[config.mk]
export PLATFORM = sky130hd
export DESIGN_NAME = fiq_ext_ctrl
export DESIGN_NICKNAME = d
export VERILOG_FILES = /design/src/rtl/fiq_ext_pkg.sv /design/src/rtl/fiq_pin_sync.sv /design/src/rtl/fiq_fall_detect.sv /design/src/rtl/fiq_ctrl_reg.sv /design/src/rtl/fiq_out_drive.sv /design/src/rtl/fiq_ext_ctrl.sv
export SDC_FILE = /design/constraint.sdc
export NUM_CORES = 1
export LEC_CHECK = 0
export ABC_AREA = 1
export ABC_CLOCK_PERIOD_IN_PS = 800
export BUFFER_PORTS_ARGS = -buffer_cell sky130_fd_sc_hd__buf_2
export CAP_MARGIN = 20
export CORE_UTILIZATION = 26
export CTS_BUF_LIST = sky130_fd_sc_hd__clkbuf_4 sky130_fd_sc_hd__clkbuf_8
export DETAILED_ROUTE_END_ITERATION = 8
export PLACE_DENSITY = 0.79
export SLEW_MARGIN = 20
export SYNTH_ARGS = -nofsm -noshare
export SYNTH_HDL_FRONTEND = slang
export SYNTH_SLANG_ARGS = --single-unit
[constraint.sdc]
create_clock -name clk -period 0.8 [get_ports clk]
set_input_delay 0.08 -clock clk [delete_from_list [all_inputs] [get_ports clk]]
set_output_delay 0.08 -clock clk [all_outputs]
set_load 0.01 [all_outputs]
[src/rtl/fiq_ext_pkg.sv]
// Shared constants for the external fast-interrupt controller.
// Assumes a control register whose low two bits carry pending and mask.
package fiq_ext_pkg;
    localparam int FLAG_BIT = 0;   // pending flag, write 1 to clear
    localparam int MASK_BIT = 1;   // mask flag, 1 = masked
    localparam int CTRL_W   = 2;   // number of implemented control bits
endpackage

[src/rtl/fiq_pin_sync.sv]
// Multi-flop synchronizer for the asynchronous active-low pin.
// Assumes the pin idles high; the chain resets to the idle level.
module fiq_pin_sync #(
    parameter int STAGES = 2
) (
    input  logic clk,
    input  logic rst_n,
    input  logic async_in,
    output logic sync_out
);
    localparam int LAST = STAGES - 1;

    logic [LAST:0] chain_q;

    // Shift the pin level through the flop chain.
    always_ff @(posedge clk) begin
        if (!rst_n) begin
            chain_q <= '1;
        end else begin
            chain_q[0] <= async_in;
            for (int i = 1; i < STAGES; i++) begin
                chain_q[i] <= chain_q[i-1];
            end
        end
    end

    assign sync_out = chain_q[LAST];
endmodule

[src/rtl/fiq_fall_detect.sv]
// Flags a high-to-low step of an already synchronized level for one cycle.
// Assumes the level idles high after reset.
module fiq_fall_detect (
    input  logic clk,
    input  logic rst_n,
    input  logic level,
    output logic fall
);
    logic prev_q;

    // Remember the level of the previous cycle.
    always_ff @(posedge clk) begin
        if (!rst_n) prev_q <= 1'b1;
        else        prev_q <= level;
    end

    assign fall = prev_q & ~level;
endmodule

[src/rtl/fiq_ctrl_reg.sv]
// Control register holding the sticky pending flag and the mask flag.
// Assumes a one-cycle write strobe; a set event wins over a clear.
module fiq_ctrl_reg (
    input  logic                        clk,
    input  logic                        rst_n,
    input  logic                        set_evt,
    input  logic                        wr,
    input  logic [fiq_ext_pkg::CTRL_W-1:0] wbits,
    output logic                        flag,
    output logic                        mask
);
    import fiq_ext_pkg::*;

    logic clr_evt;
    assign clr_evt = wr & wbits[FLAG_BIT];

    // Pending flag: set by an edge, cleared by a write of 1, set has priority.
    always_ff @(posedge clk) begin
        if (!rst_n)       flag <= 1'b0;
        else if (set_evt) flag <= 1'b1;
        else if (clr_evt) flag <= 1'b0;
    end

    // Mask flag: plain read/write storage.
    always_ff @(posedge clk) begin
        if (!rst_n)  mask <= 1'b0;
        else if (wr) mask <= wbits[MASK_BIT];
    end
endmodule

[src/rtl/fiq_out_drive.sv]
// Registered active-low request toward the processor.
// Assumes flag and mask come from registers in the same clock domain.
module fiq_out_drive (
    input  logic clk,
    input  logic rst_n,
    input  logic flag,
    input  logic mask,
    output logic req_n
);
    // Drive low only for a pending, unmasked request.
    always_ff @(posedge clk) begin
        if (!rst_n) req_n <= 1'b1;
        else        req_n <= ~(flag & ~mask);
    end
endmodule

[src/rtl/fiq_ext_ctrl.sv]
// External fast-interrupt controller: synchronizes the pin, detects its
// falling edge, latches a pending flag, applies the mask and drives the
// active-low processor request. Assumes DATA_W >= 3 and a single register.
module fiq_ext_ctrl #(
    parameter int DATA_W      = 32,
    parameter int SYNC_STAGES = 2
) (
    input  logic              clk,
    input  logic              rst_n,
    input  logic              ext_fiq_n,
    input  logic              reg_wr,
    input  logic [DATA_W-1:0] reg_wdata,
    output logic [DATA_W-1:0] reg_rdata,
    output logic              fiq_n
);
    import fiq_ext_pkg::*;

    logic pin_sync;
    logic fall_evt;
    logic req_flag;
    logic mask_flag;
    logic unused_wdata_bits;

    assign unused_wdata_bits = ^reg_wdata[DATA_W-1:CTRL_W];

    fiq_pin_sync #(.STAGES(SYNC_STAGES)) u_sync (
        .clk      (clk),
        .rst_n    (rst_n),
        .async_in (ext_fiq_n),
        .sync_out (pin_sync)
    );

    fiq_fall_detect u_edge (
        .clk   (clk),
        .rst_n (rst_n),
        .level (pin_sync),
        .fall  (fall_evt)
    );

    fiq_ctrl_reg u_reg (
        .clk     (clk),
        .rst_n   (rst_n),
        .set_evt (fall_evt),
        .wr      (reg_wr),
        .wbits   (reg_wdata[CTRL_W-1:0]),
        .flag    (req_flag),
        .mask    (mask_flag)
    );

    fiq_out_drive u_drv (
        .clk   (clk),
        .rst_n (rst_n),
        .flag  (req_flag),
        .mask  (mask_flag),
        .req_n (fiq_n)
    );

    // Assemble the read view of the control register.
    always_comb begin
        reg_rdata           = '0;
        reg_rdata[FLAG_BIT] = req_flag;
        reg_rdata[MASK_BIT] = mask_flag;
    end
endmodule

==> results of run 1 <==
cell type report:
type                            instances  area [µm²]
Timing Repair Buffer                    8       52.55
Tap cell                               16       20.02
Fill cell                             178        1127
Multi-Input combinational cell         42       163.9
Inverter                                4       15.01
Clock buffer                            3       22.52
Sequential cell                         6       122.6
Yosys cell counts:
cell type / count
nand3b_1: 1
inv_1: 4
dfxtp_1: 6
nand3_1: 2
nor2_1: 2
nand2_1: 7
buf_4: 32
conb_1: 1
placed cells by master, fill, tap and decap left out:
master    instances
buf_2             6
inv_1             4
nand2_1           7
clkbuf_4          3
dfxtp_1           4
dfxtp_2           2
nor2_1            2
nand3_1           2
conb_1           30
buf_6             2
nand3b_1          1
per-layer routing:
layer / vias up / wire (µm) / global-route usage (%)
met3: 0 / 73 / 2.553
met4: 0 / 0 / 9.375
met1: 89 / 151 / 4.188
li1: 117 / - / -
met2: 23 / 227 / 6.667
met5: - / 0 / 0
logic make-up (layout without fill, tap and decap cells):
group / count (synthesis) / after routing
buf+inv: 36 / 15
simple gates: 12 / 12
flops: 6 / 6
other cells: 1 / 30
report_power, final:
| group | switching, W | total [W] | internal [W] |
|---|---|---|---|
| logic | 0.0000860 | 0.000114 | 0.0000277 |
| clock network | 0.000100 | 0.000269 | 0.000169 |
| registers | 0.00000688 | 0.000322 | 0.000315 |
metrics by stage:
step | hold slack (ps) | instance area [µm²] | util [%] | cells | setup slack, ps
3_5_place_dp | 260.7 | 359.1 | 23.56 | 76 | 216.0
4_1_cts | 5.758 | 384.1 | 25.21 | 79 | 14.84
3_3_place_gp | 261.7 | 359.1 | 23.56 | 76 | 242.2
6_report | 13.65 | 396.6 | 26.03 | 79 | 43.23
2_1_floorplan | 148.7 | 539.3 | - | 84 | 252.8
5_1_grt | 13.18 | 396.6 | 26.03 | 79 | 1.071
path summary, 6_finish.rpt:
check	slack [ps]	end
max	40	reg_rdata[1]
min reg2reg	400	u_sync.chain_q[1]
min	10	u_sync.chain_q[0]
max reg2reg	210	u_reg.mask
timing repair:
| item | 4_1_cts | 5_1_grt |
|---|---|---|
| setup endpoints to repair | 2 | 2 |
| gates cloned | 0 | 0 |
| hold buffers | 0 | 0 |
| gates resized for setup | 2 | 2 |
registers in the layout, summed over array words and instances, names as in the netlist:
signal	cells
u_edge.prev_q	1
u_reg.mask	1
u_reg.flag	1
u_sync.chain_q	2
u_drv.req_n	1
==> impl_metrics.py, run 1 <==
metrics = {
    "setup_path": {
        "r2r_cells": 2,
        "crit_family": "flip-flops",
        "timing.rr.start": "u_reg.mask",
        "max_stage_delay_ps": 340,
        "slowest_stage": "dfxtp_2",
        "end_kind": "output port",
        "critPathLaunchType": "flop",
        "crit_type": "reg -> out",
        "crit_path_start": "u_reg.mask",
        "crit_cells": 1,
        "crit_path_max_fanout": 3,
        "worstPathRequired_ps": 720,
        "cp.buffers_inverters": 1,
        "cp_cell_sequence": "buf_6",
        "cp.arrival_ps": 680,
    },
    "synthesis": {
        "yosys.area_share.simple_pct": 11.92,
        "synth_compound_gate_area_share_pct": 0,
        "synthCells": 55,
        "synth_seq_cells": 6,
        "syn_area_um2": 430.4,
        "synth_area_leaders": "buf_4 (56%), dfxtp_1 (28%), nand2_1 (6.1%)",
        "yosys.area.top_type_share_pct": 55.81,
        "yosys_warnings": 0,
        "synth-adder-area-share_pct": 0,
        "seq_area_frac_synth_pct": 27.91,
        "yosys-mux-area-fraction_pct": 0,
        "synth_cell_types": 8,
        "synth-xor-area-share_pct": 0,
        "avgSynthCellArea_um2": 7.826,
        "synth_top_family_by_area": "buffers and inverters",
        "yosysTopAreaCell": "buf_4",
    },
    "routing": {
        "vias_per_cell": 2.899,
        "wl_um": 452,
        "antenna_left": 0,
        "drt_iter0_markers": 1,
        "post_drt_wl_per_cell_um": 5.722,
        "drc_errors": 0,
        "drtPass1Iterations": 2,
        "via_count": 229,
    },
    "finish": {
        "area_delta_synth_final_pct": -7.849,
        "drive_above_1_share_pct": 20.63,
        "nets": 101,
        "n_antenna_cell": 0,
    },
    "worst_hold_path": {
        "hp-start": "ext_fiq_n",
        "hold_depth": 3,
        "hold_class": "in -> reg",
    },
    "die": {
        "die_w_um": 42.69,
        "die_h_um": 42.69,
        "core_area_um2": 1524,
        "row_count": 14,
        "ios": 69,
        "start_util_pct": 28.24,
        "dieArea_um2": 1822,
    },
    "power": {
        "irDropWorstVdd_mv": 0.4286,
        "p_total_w": 0.0007048,
        "p_per_area_nw_per_um2": 1777,
        "leakagePower_nw": 0.2479,
    },
    "timing": {
        "skew_ps": 0.7038,
        "setup_viol": 0,
        "max_freq_ghz": 1.321,
        "rsz0062_at_grt": "false",
        "fin_crit_ps": 756.8,
        "finalHoldViolCount": 0,
        "finalCritPeriodShare_pct": 94.60,
        "setup_tns_ps": 0,
        "maxSlewViolCount": 0,
    },
    "placement": {
        "io_buffers": 8,
        "place_hpwl_um": 360.9,
        "gp_congestion": 0.6233,
    },
    "clocking": {
        "clockBufferDepth": 2,
        "cts_buffers": 3,
        "htree_levels": 1,
        "post_cts_buffers": 0,
        "cts_sinks": 6,
        "tritoncts": "yes",
        "clk_pin_slew_ps": 40,
        "root_buffer": "clkbuf_4",
        "insertion_delay_ps": 240,
    },
    "global_routing": {
        "grt_usage_pct": 5.189,
        "grt_max_degree": 8,
        "grt_pass1_wl_um": 600,
        "antenna_found_initial": 0,
        "grt_overflow": 0,
        "grt_pass1_vias": 166,
    },
    "outcome": {
        "status": "complete, no violations",
    },
    "flow_run": {
        "drv_cap": 0,
    },
}
Note: power is estimated with default switching activity, not from simulation.
==> run 2: changes to the inputs <==
--- a/config.mk
+++ b/config.mk
@@ -7,12 +7,14 @@
 export LEC_CHECK = 0
 export ABC_AREA = 1
 export ABC_CLOCK_PERIOD_IN_PS = 800
-export BUFFER_PORTS_ARGS = -buffer_cell sky130_fd_sc_hd__buf_2
 export CAP_MARGIN = 20
-export CORE_UTILIZATION = 26
+export CELL_PAD_IN_SITES_DETAIL_PLACEMENT = 1
+export CELL_PAD_IN_SITES_GLOBAL_PLACEMENT = 1
+export CORE_UTILIZATION = 31
 export CTS_BUF_LIST = sky130_fd_sc_hd__clkbuf_4 sky130_fd_sc_hd__clkbuf_8
 export DETAILED_ROUTE_END_ITERATION = 8
-export PLACE_DENSITY = 0.79
+export DONT_BUFFER_PORTS = 1
+export PLACE_DENSITY = 0.72
 export SLEW_MARGIN = 20
 export SYNTH_ARGS = -nofsm -noshare
 export SYNTH_HDL_FRONTEND = slang
==> run 2 against run 1 <==
  * Hold slack better by 8.1 ps
  * Total power down 3.5%
  * Largest cell class unchanged
  * Clock skew increased by 2.4 ps
  * Flip-flop and latch count is the same
  * Fmax grew 7.2%
  * First-iteration DRC count decreased by 100%
  * Combinational power fell by 14%
  * Via count fell by 1.3%
==> impl_metrics.py, run 2 (synthesis results as in run 1) <==
metrics = {
    "outcome": {
        "status": "complete, no violations",
    },
    "clocking": {
        "insertion_delay_ps": 230,
        "tritoncts": "yes",
        "cts_buffers": 3,
        "clockBufferDepth": 2,
        "cts_sinks": 6,
        "htree_levels": 1,
        "clk_pin_slew_ps": 40,
        "post_cts_buffers": 0,
        "root_buffer": "clkbuf_4",
    },
    "die": {
        "row_count": 13,
        "core_area_um2": 1301,
        "die_h_um": 39.26,
        "start_util_pct": 33.08,
        "ios": 69,
        "die_w_um": 39.26,
        "dieArea_um2": 1541,
    },
    "setup_path": {
        "worstPathRequired_ps": 720,
        "cp.arrival_ps": 630,
        "critPathLaunchType": "flop",
        "crit_type": "reg -> out",
        "end_kind": "output port",
        "crit_path_start": "u_reg.flag",
        "timing.rr.start": "u_reg.mask",
        "crit_path_max_fanout": 3,
    },
    "global_routing": {
        "grt_usage_pct": 5.931,
        "antenna_found_initial": 0,
        "grt_overflow": 0,
        "grt_pass1_vias": 151,
        "grt_max_degree": 8,
        "grt_pass1_wl_um": 524,
    },
    "timing": {
        "hold_ws_ps": 21.73,
        "finalHoldViolCount": 0,
        "skew_ps": 3.110,
        "fin_crit_ps": 705.7,
        "max_freq_ghz": 1.417,
        "setup_ws_ps": 94.26,
        "setup_viol": 0,
        "setup_tns_ps": 0,
        "rsz0062_at_grt": "false",
        "finalCritPeriodShare_pct": 88.22,
        "maxSlewViolCount": 0,
    },
    "placement": {
        "io_buffers": 0,
        "place_hpwl_um": 350.9,
        "pre_cts_ws_ps": 157.0,
        "gp_congestion": 0.4720,
        "place_area_um2": 317.8,
    },
    "worst_hold_path": {
        "hold_class": "in -> reg",
        "hp-start": "reg_wr",
    },
    "finish": {
        "fill_cells": 184,
        "seq_area_um2": 120.1,
        "area_delta_synth_final_pct": -13.37,
        "layout_commonest_cell": "conb_1",
        "nets": 96,
        "largest_reg_flops": 2,
        "layout_common_cells": "conb_1 (30), nand2_1 (7), dfxtp_1 (6)",
        "fin_area_um2": 372.9,
        "n_antenna_cell": 0,
        "drive_above_1_share_pct": 5.172,
        "largest-register": "u_sync.chain_q",
        "multi_input_area_um2": 163.9,
    },
    "routing": {
        "antenna_left": 0,
        "drc_errors": 0,
        "via_count": 226,
        "drt_iter0_markers": 0,
        "vias_per_cell": 3.096,
        "wl_um": 463,
        "drtPass1Iterations": 1,
        "post_drt_wl_per_cell_um": 6.342,
    },
    "flow_run": {
        "drv_cap": 0,
    },
    "power": {
        "leakagePower_nw": 0.2343,
        "irDropWorstVdd_mv": 0.6160,
        "p_total_w": 0.0006801,
        "p_per_area_nw_per_um2": 1824,
    },
}
## run 2: cell count changes in the layout (fill, tap and decap cells not counted), sizes merged
cell          previous run  this run
dlygate4sd3              0         2
dlymetal6s4s             0         1
buf                      8         0
## run 2: final cells by class
class	count	share of cell area [%]
multi-input cells	42	43.96
well taps	15	5.034
flip-flops and latches	6	32.21
clock buffers	3	6.040
repair buffers	3	8.725
inverters	4	4.027
## run 2: where the power goes
part	switching (W)	leakage, nW	internal (W)
clock network	0.0000896	0.0138	0.000168
logic	0.0000795	0.171	0.0000188
registers	0.0000100	0.0494	0.000314
total	0.000179	0.234	0.000501
## run 2: path summary, 6_finish.rpt
path / cells past startpoint / end / slack, ps
worst max-delay path: 0 / reg_rdata[0] / 90
worst min-delay path: 3 / u_reg.mask / 20
worst max register to register: 2 / u_reg.mask / 160
worst min register to register: 2 / u_sync.chain_q[1] / 400
## run 2: layer usage
metal	share of wire [%]	wire length, µm	vias to the layer above	GRT usage, %
met2	52	239	19	10.83
met5	0	0	-	0
met3	19	87	0	5.114
met4	0	0	0	5.172
met1	29	136	99	3.093
li1	-	-	108	-
## run 2: stage by stage
step,util [%],std cells
after floorplan,-,84
after global placement,24.42,67
after detailed placement,24.42,67
after CTS,27.69,72
after global routing,28.65,73
final,28.65,73
## run 2: repair_timing
action,in CTS,in global routing
gates resized for setup,0,1
hold endpoints to repair,6,1
setup endpoints to repair,0,1
hold buffers,2,1
## run 2: tightest hold or removal path: stages
cell	delay, ps
nand2_1	40
nand2_1	50
nor2_1	40
==> run 3: changes to the inputs <==
--- a/config.mk
+++ b/config.mk
@@ -14,7 +14,7 @@
 export CTS_BUF_LIST = sky130_fd_sc_hd__clkbuf_4 sky130_fd_sc_hd__clkbuf_8
 export DETAILED_ROUTE_END_ITERATION = 8
 export DONT_BUFFER_PORTS = 1
-export PLACE_DENSITY = 0.72
+export PLACE_DENSITY = 0.78
 export SLEW_MARGIN = 20
 export SYNTH_ARGS = -nofsm -noshare
 export SYNTH_HDL_FRONTEND = slang
==> run 3 against run 2 <==
  * Non-clock buffer count did not move
  * Die area did not move
  * Via count fell by 0.44%
  * Count of clock-buffer cells in the layout did not move
  * Register-to-register slack barely moved
  * First-iteration DRC count did not move
  * Total power rose by 1.2%
  * Sequential share of layout area rose by 0.22 points
  * Global-route usage rose by 0.82 points
  * Hold slack got worse by 5.2 ps
  * Clock power rose by 4%
==> impl_metrics.py, run 3 (synthesis results as in run 1) <==
metrics = {
    "die": {
        "core_area_um2": 1301,
        "die_w_um": 39.26,
        "start_util_pct": 33.08,
        "row_count": 13,
        "ios": 69,
        "die_h_um": 39.26,
        "dieArea_um2": 1541,
    },
    "finish": {
        "largest_reg_flops": 2,
        "nets": 96,
        "fin_area_um2": 370.4,
        "layout_common_cells": "conb_1 (30), nand2_1 (7), dfxtp_1 (6)",
        "largest-register": "u_sync.chain_q",
        "area_delta_synth_final_pct": -13.95,
        "drive_above_1_share_pct": 5.172,
        "final_util_pct": 28.46,
        "layout_commonest_cell": "conb_1",
        "n_antenna_cell": 0,
    },
    "placement": {
        "place_area_um2": 317.8,
        "pre_cts_ws_ps": 177.5,
        "place_hpwl_um": 353.8,
        "gp_congestion": 0.4853,
        "io_buffers": 0,
    },
    "clocking": {
        "root_buffer": "clkbuf_4",
        "cts_buffers": 3,
        "hold_buffers": 3,
        "insertion_delay_ps": 240,
        "clockBufferDepth": 2,
        "htree_levels": 1,
        "ctsResizeCount": 0,
        "tritoncts": "yes",
        "clk_pin_slew_ps": 40,
        "cts_sinks": 6,
        "post_cts_buffers": 0,
    },
    "power": {
        "p_total_w": 0.0006883,
        "leakagePower_nw": 0.2254,
        "p_per_area_nw_per_um2": 1859,
        "irDropWorstVdd_mv": 0.3972,
    },
    "global_routing": {
        "grt_pass1_wl_um": 572,
        "grt_usage_pct": 6.754,
        "antenna_found_initial": 0,
        "grt_max_degree": 8,
        "grt_pass1_vias": 148,
        "grt_overflow": 0,
    },
    "timing": {
        "skew_ps": 2.745,
        "rsz0062_at_grt": "false",
        "setup_viol": 0,
        "max_freq_ghz": 1.329,
        "fin_crit_ps": 752.6,
        "setup_tns_ps": 0,
        "maxSlewViolCount": 0,
        "finalCritPeriodShare_pct": 94.07,
        "setup_ws_ps": 47.41,
        "finalHoldViolCount": 0,
    },
    "worst_hold_path": {
        "hold_class": "in -> reg",
    },
    "flow_run": {
        "drv_cap": 0,
    },
    "outcome": {
        "status": "complete, no violations",
    },
    "routing": {
        "drc_errors": 0,
        "antenna_left": 0,
        "vias_per_cell": 3.082,
        "post_drt_wl_per_cell_um": 6.315,
        "drt_iter0_markers": 0,
        "wl_um": 461,
        "via_count": 225,
        "drtPass1Iterations": 1,
    },
    "setup_path": {
        "critPathLaunchType": "input pin",
        "cp.arrival_ps": 880,
        "crit_type": "in -> reg",
        "crit_path_max_fanout": 7,
        "end_kind": "flop",
        "worstPathRequired_ps": 930,
    },
}
## run 3: cell types whose count changed in the layout (fill, tap and decap cells not counted), sizes merged
cell          previous run  this run
dlygate4sd3              2         3
dlymetal6s4s             1         0
## run 3: area by class of cell
cell class / count / area, µm²
fillers: 181 / 930.9
flip-flops and latches: 6 / 120.1
clock buffers: 3 / 22.52
multi-input cells: 42 / 163.9
inverters: 4 / 15.01
repair buffers: 3 / 30.03
well taps: 15 / 18.77
## run 3: routing by layer
layer	wire, µm	track usage, %	vias up
li1	-	-	109
met4	0	10.34	0
met2	236	10.42	20
met5	0	0	-
met1	154	4.795	96
met3	71	3.409	0
## run 3: power breakdown
group | total, W | leakage [nW] | switching, W | internal, W
registers | 0.000323 | 0.0494 | 0.00000992 | 0.000314
clock network | 0.000268 | 0.0138 | 0.0000987 | 0.000169
logic | 0.0000972 | 0.162 | 0.0000791 | 0.0000180
## run 3: final timing paths
kind / to / slack, ps / depth (start not counted) / start
worst min register to register: u_sync.chain_q[1] / 400 / 2 / u_sync.chain_q[0]
worst min-delay path: u_reg.flag / 20 / 3 / reg_wr
worst max register to register: u_drv.req_n / 170 / 1 / u_reg.mask
worst max-delay path: u_reg.flag / 50 / 3 / rst_n
## run 3: per-stage QoR
stage                     instances  hold slack [ps]
final                            73            16.58
after global routing             73            27.72
after CTS                        73            10.41
after detailed placement         67            155.0
after global placement           67            150.9
after floorplan                  84            148.7
## run 3: worst max-delay path, stage by stage
cell	delay [ps]
dlygate4sd3_1	630
nand3_1	120
nand2_1	50
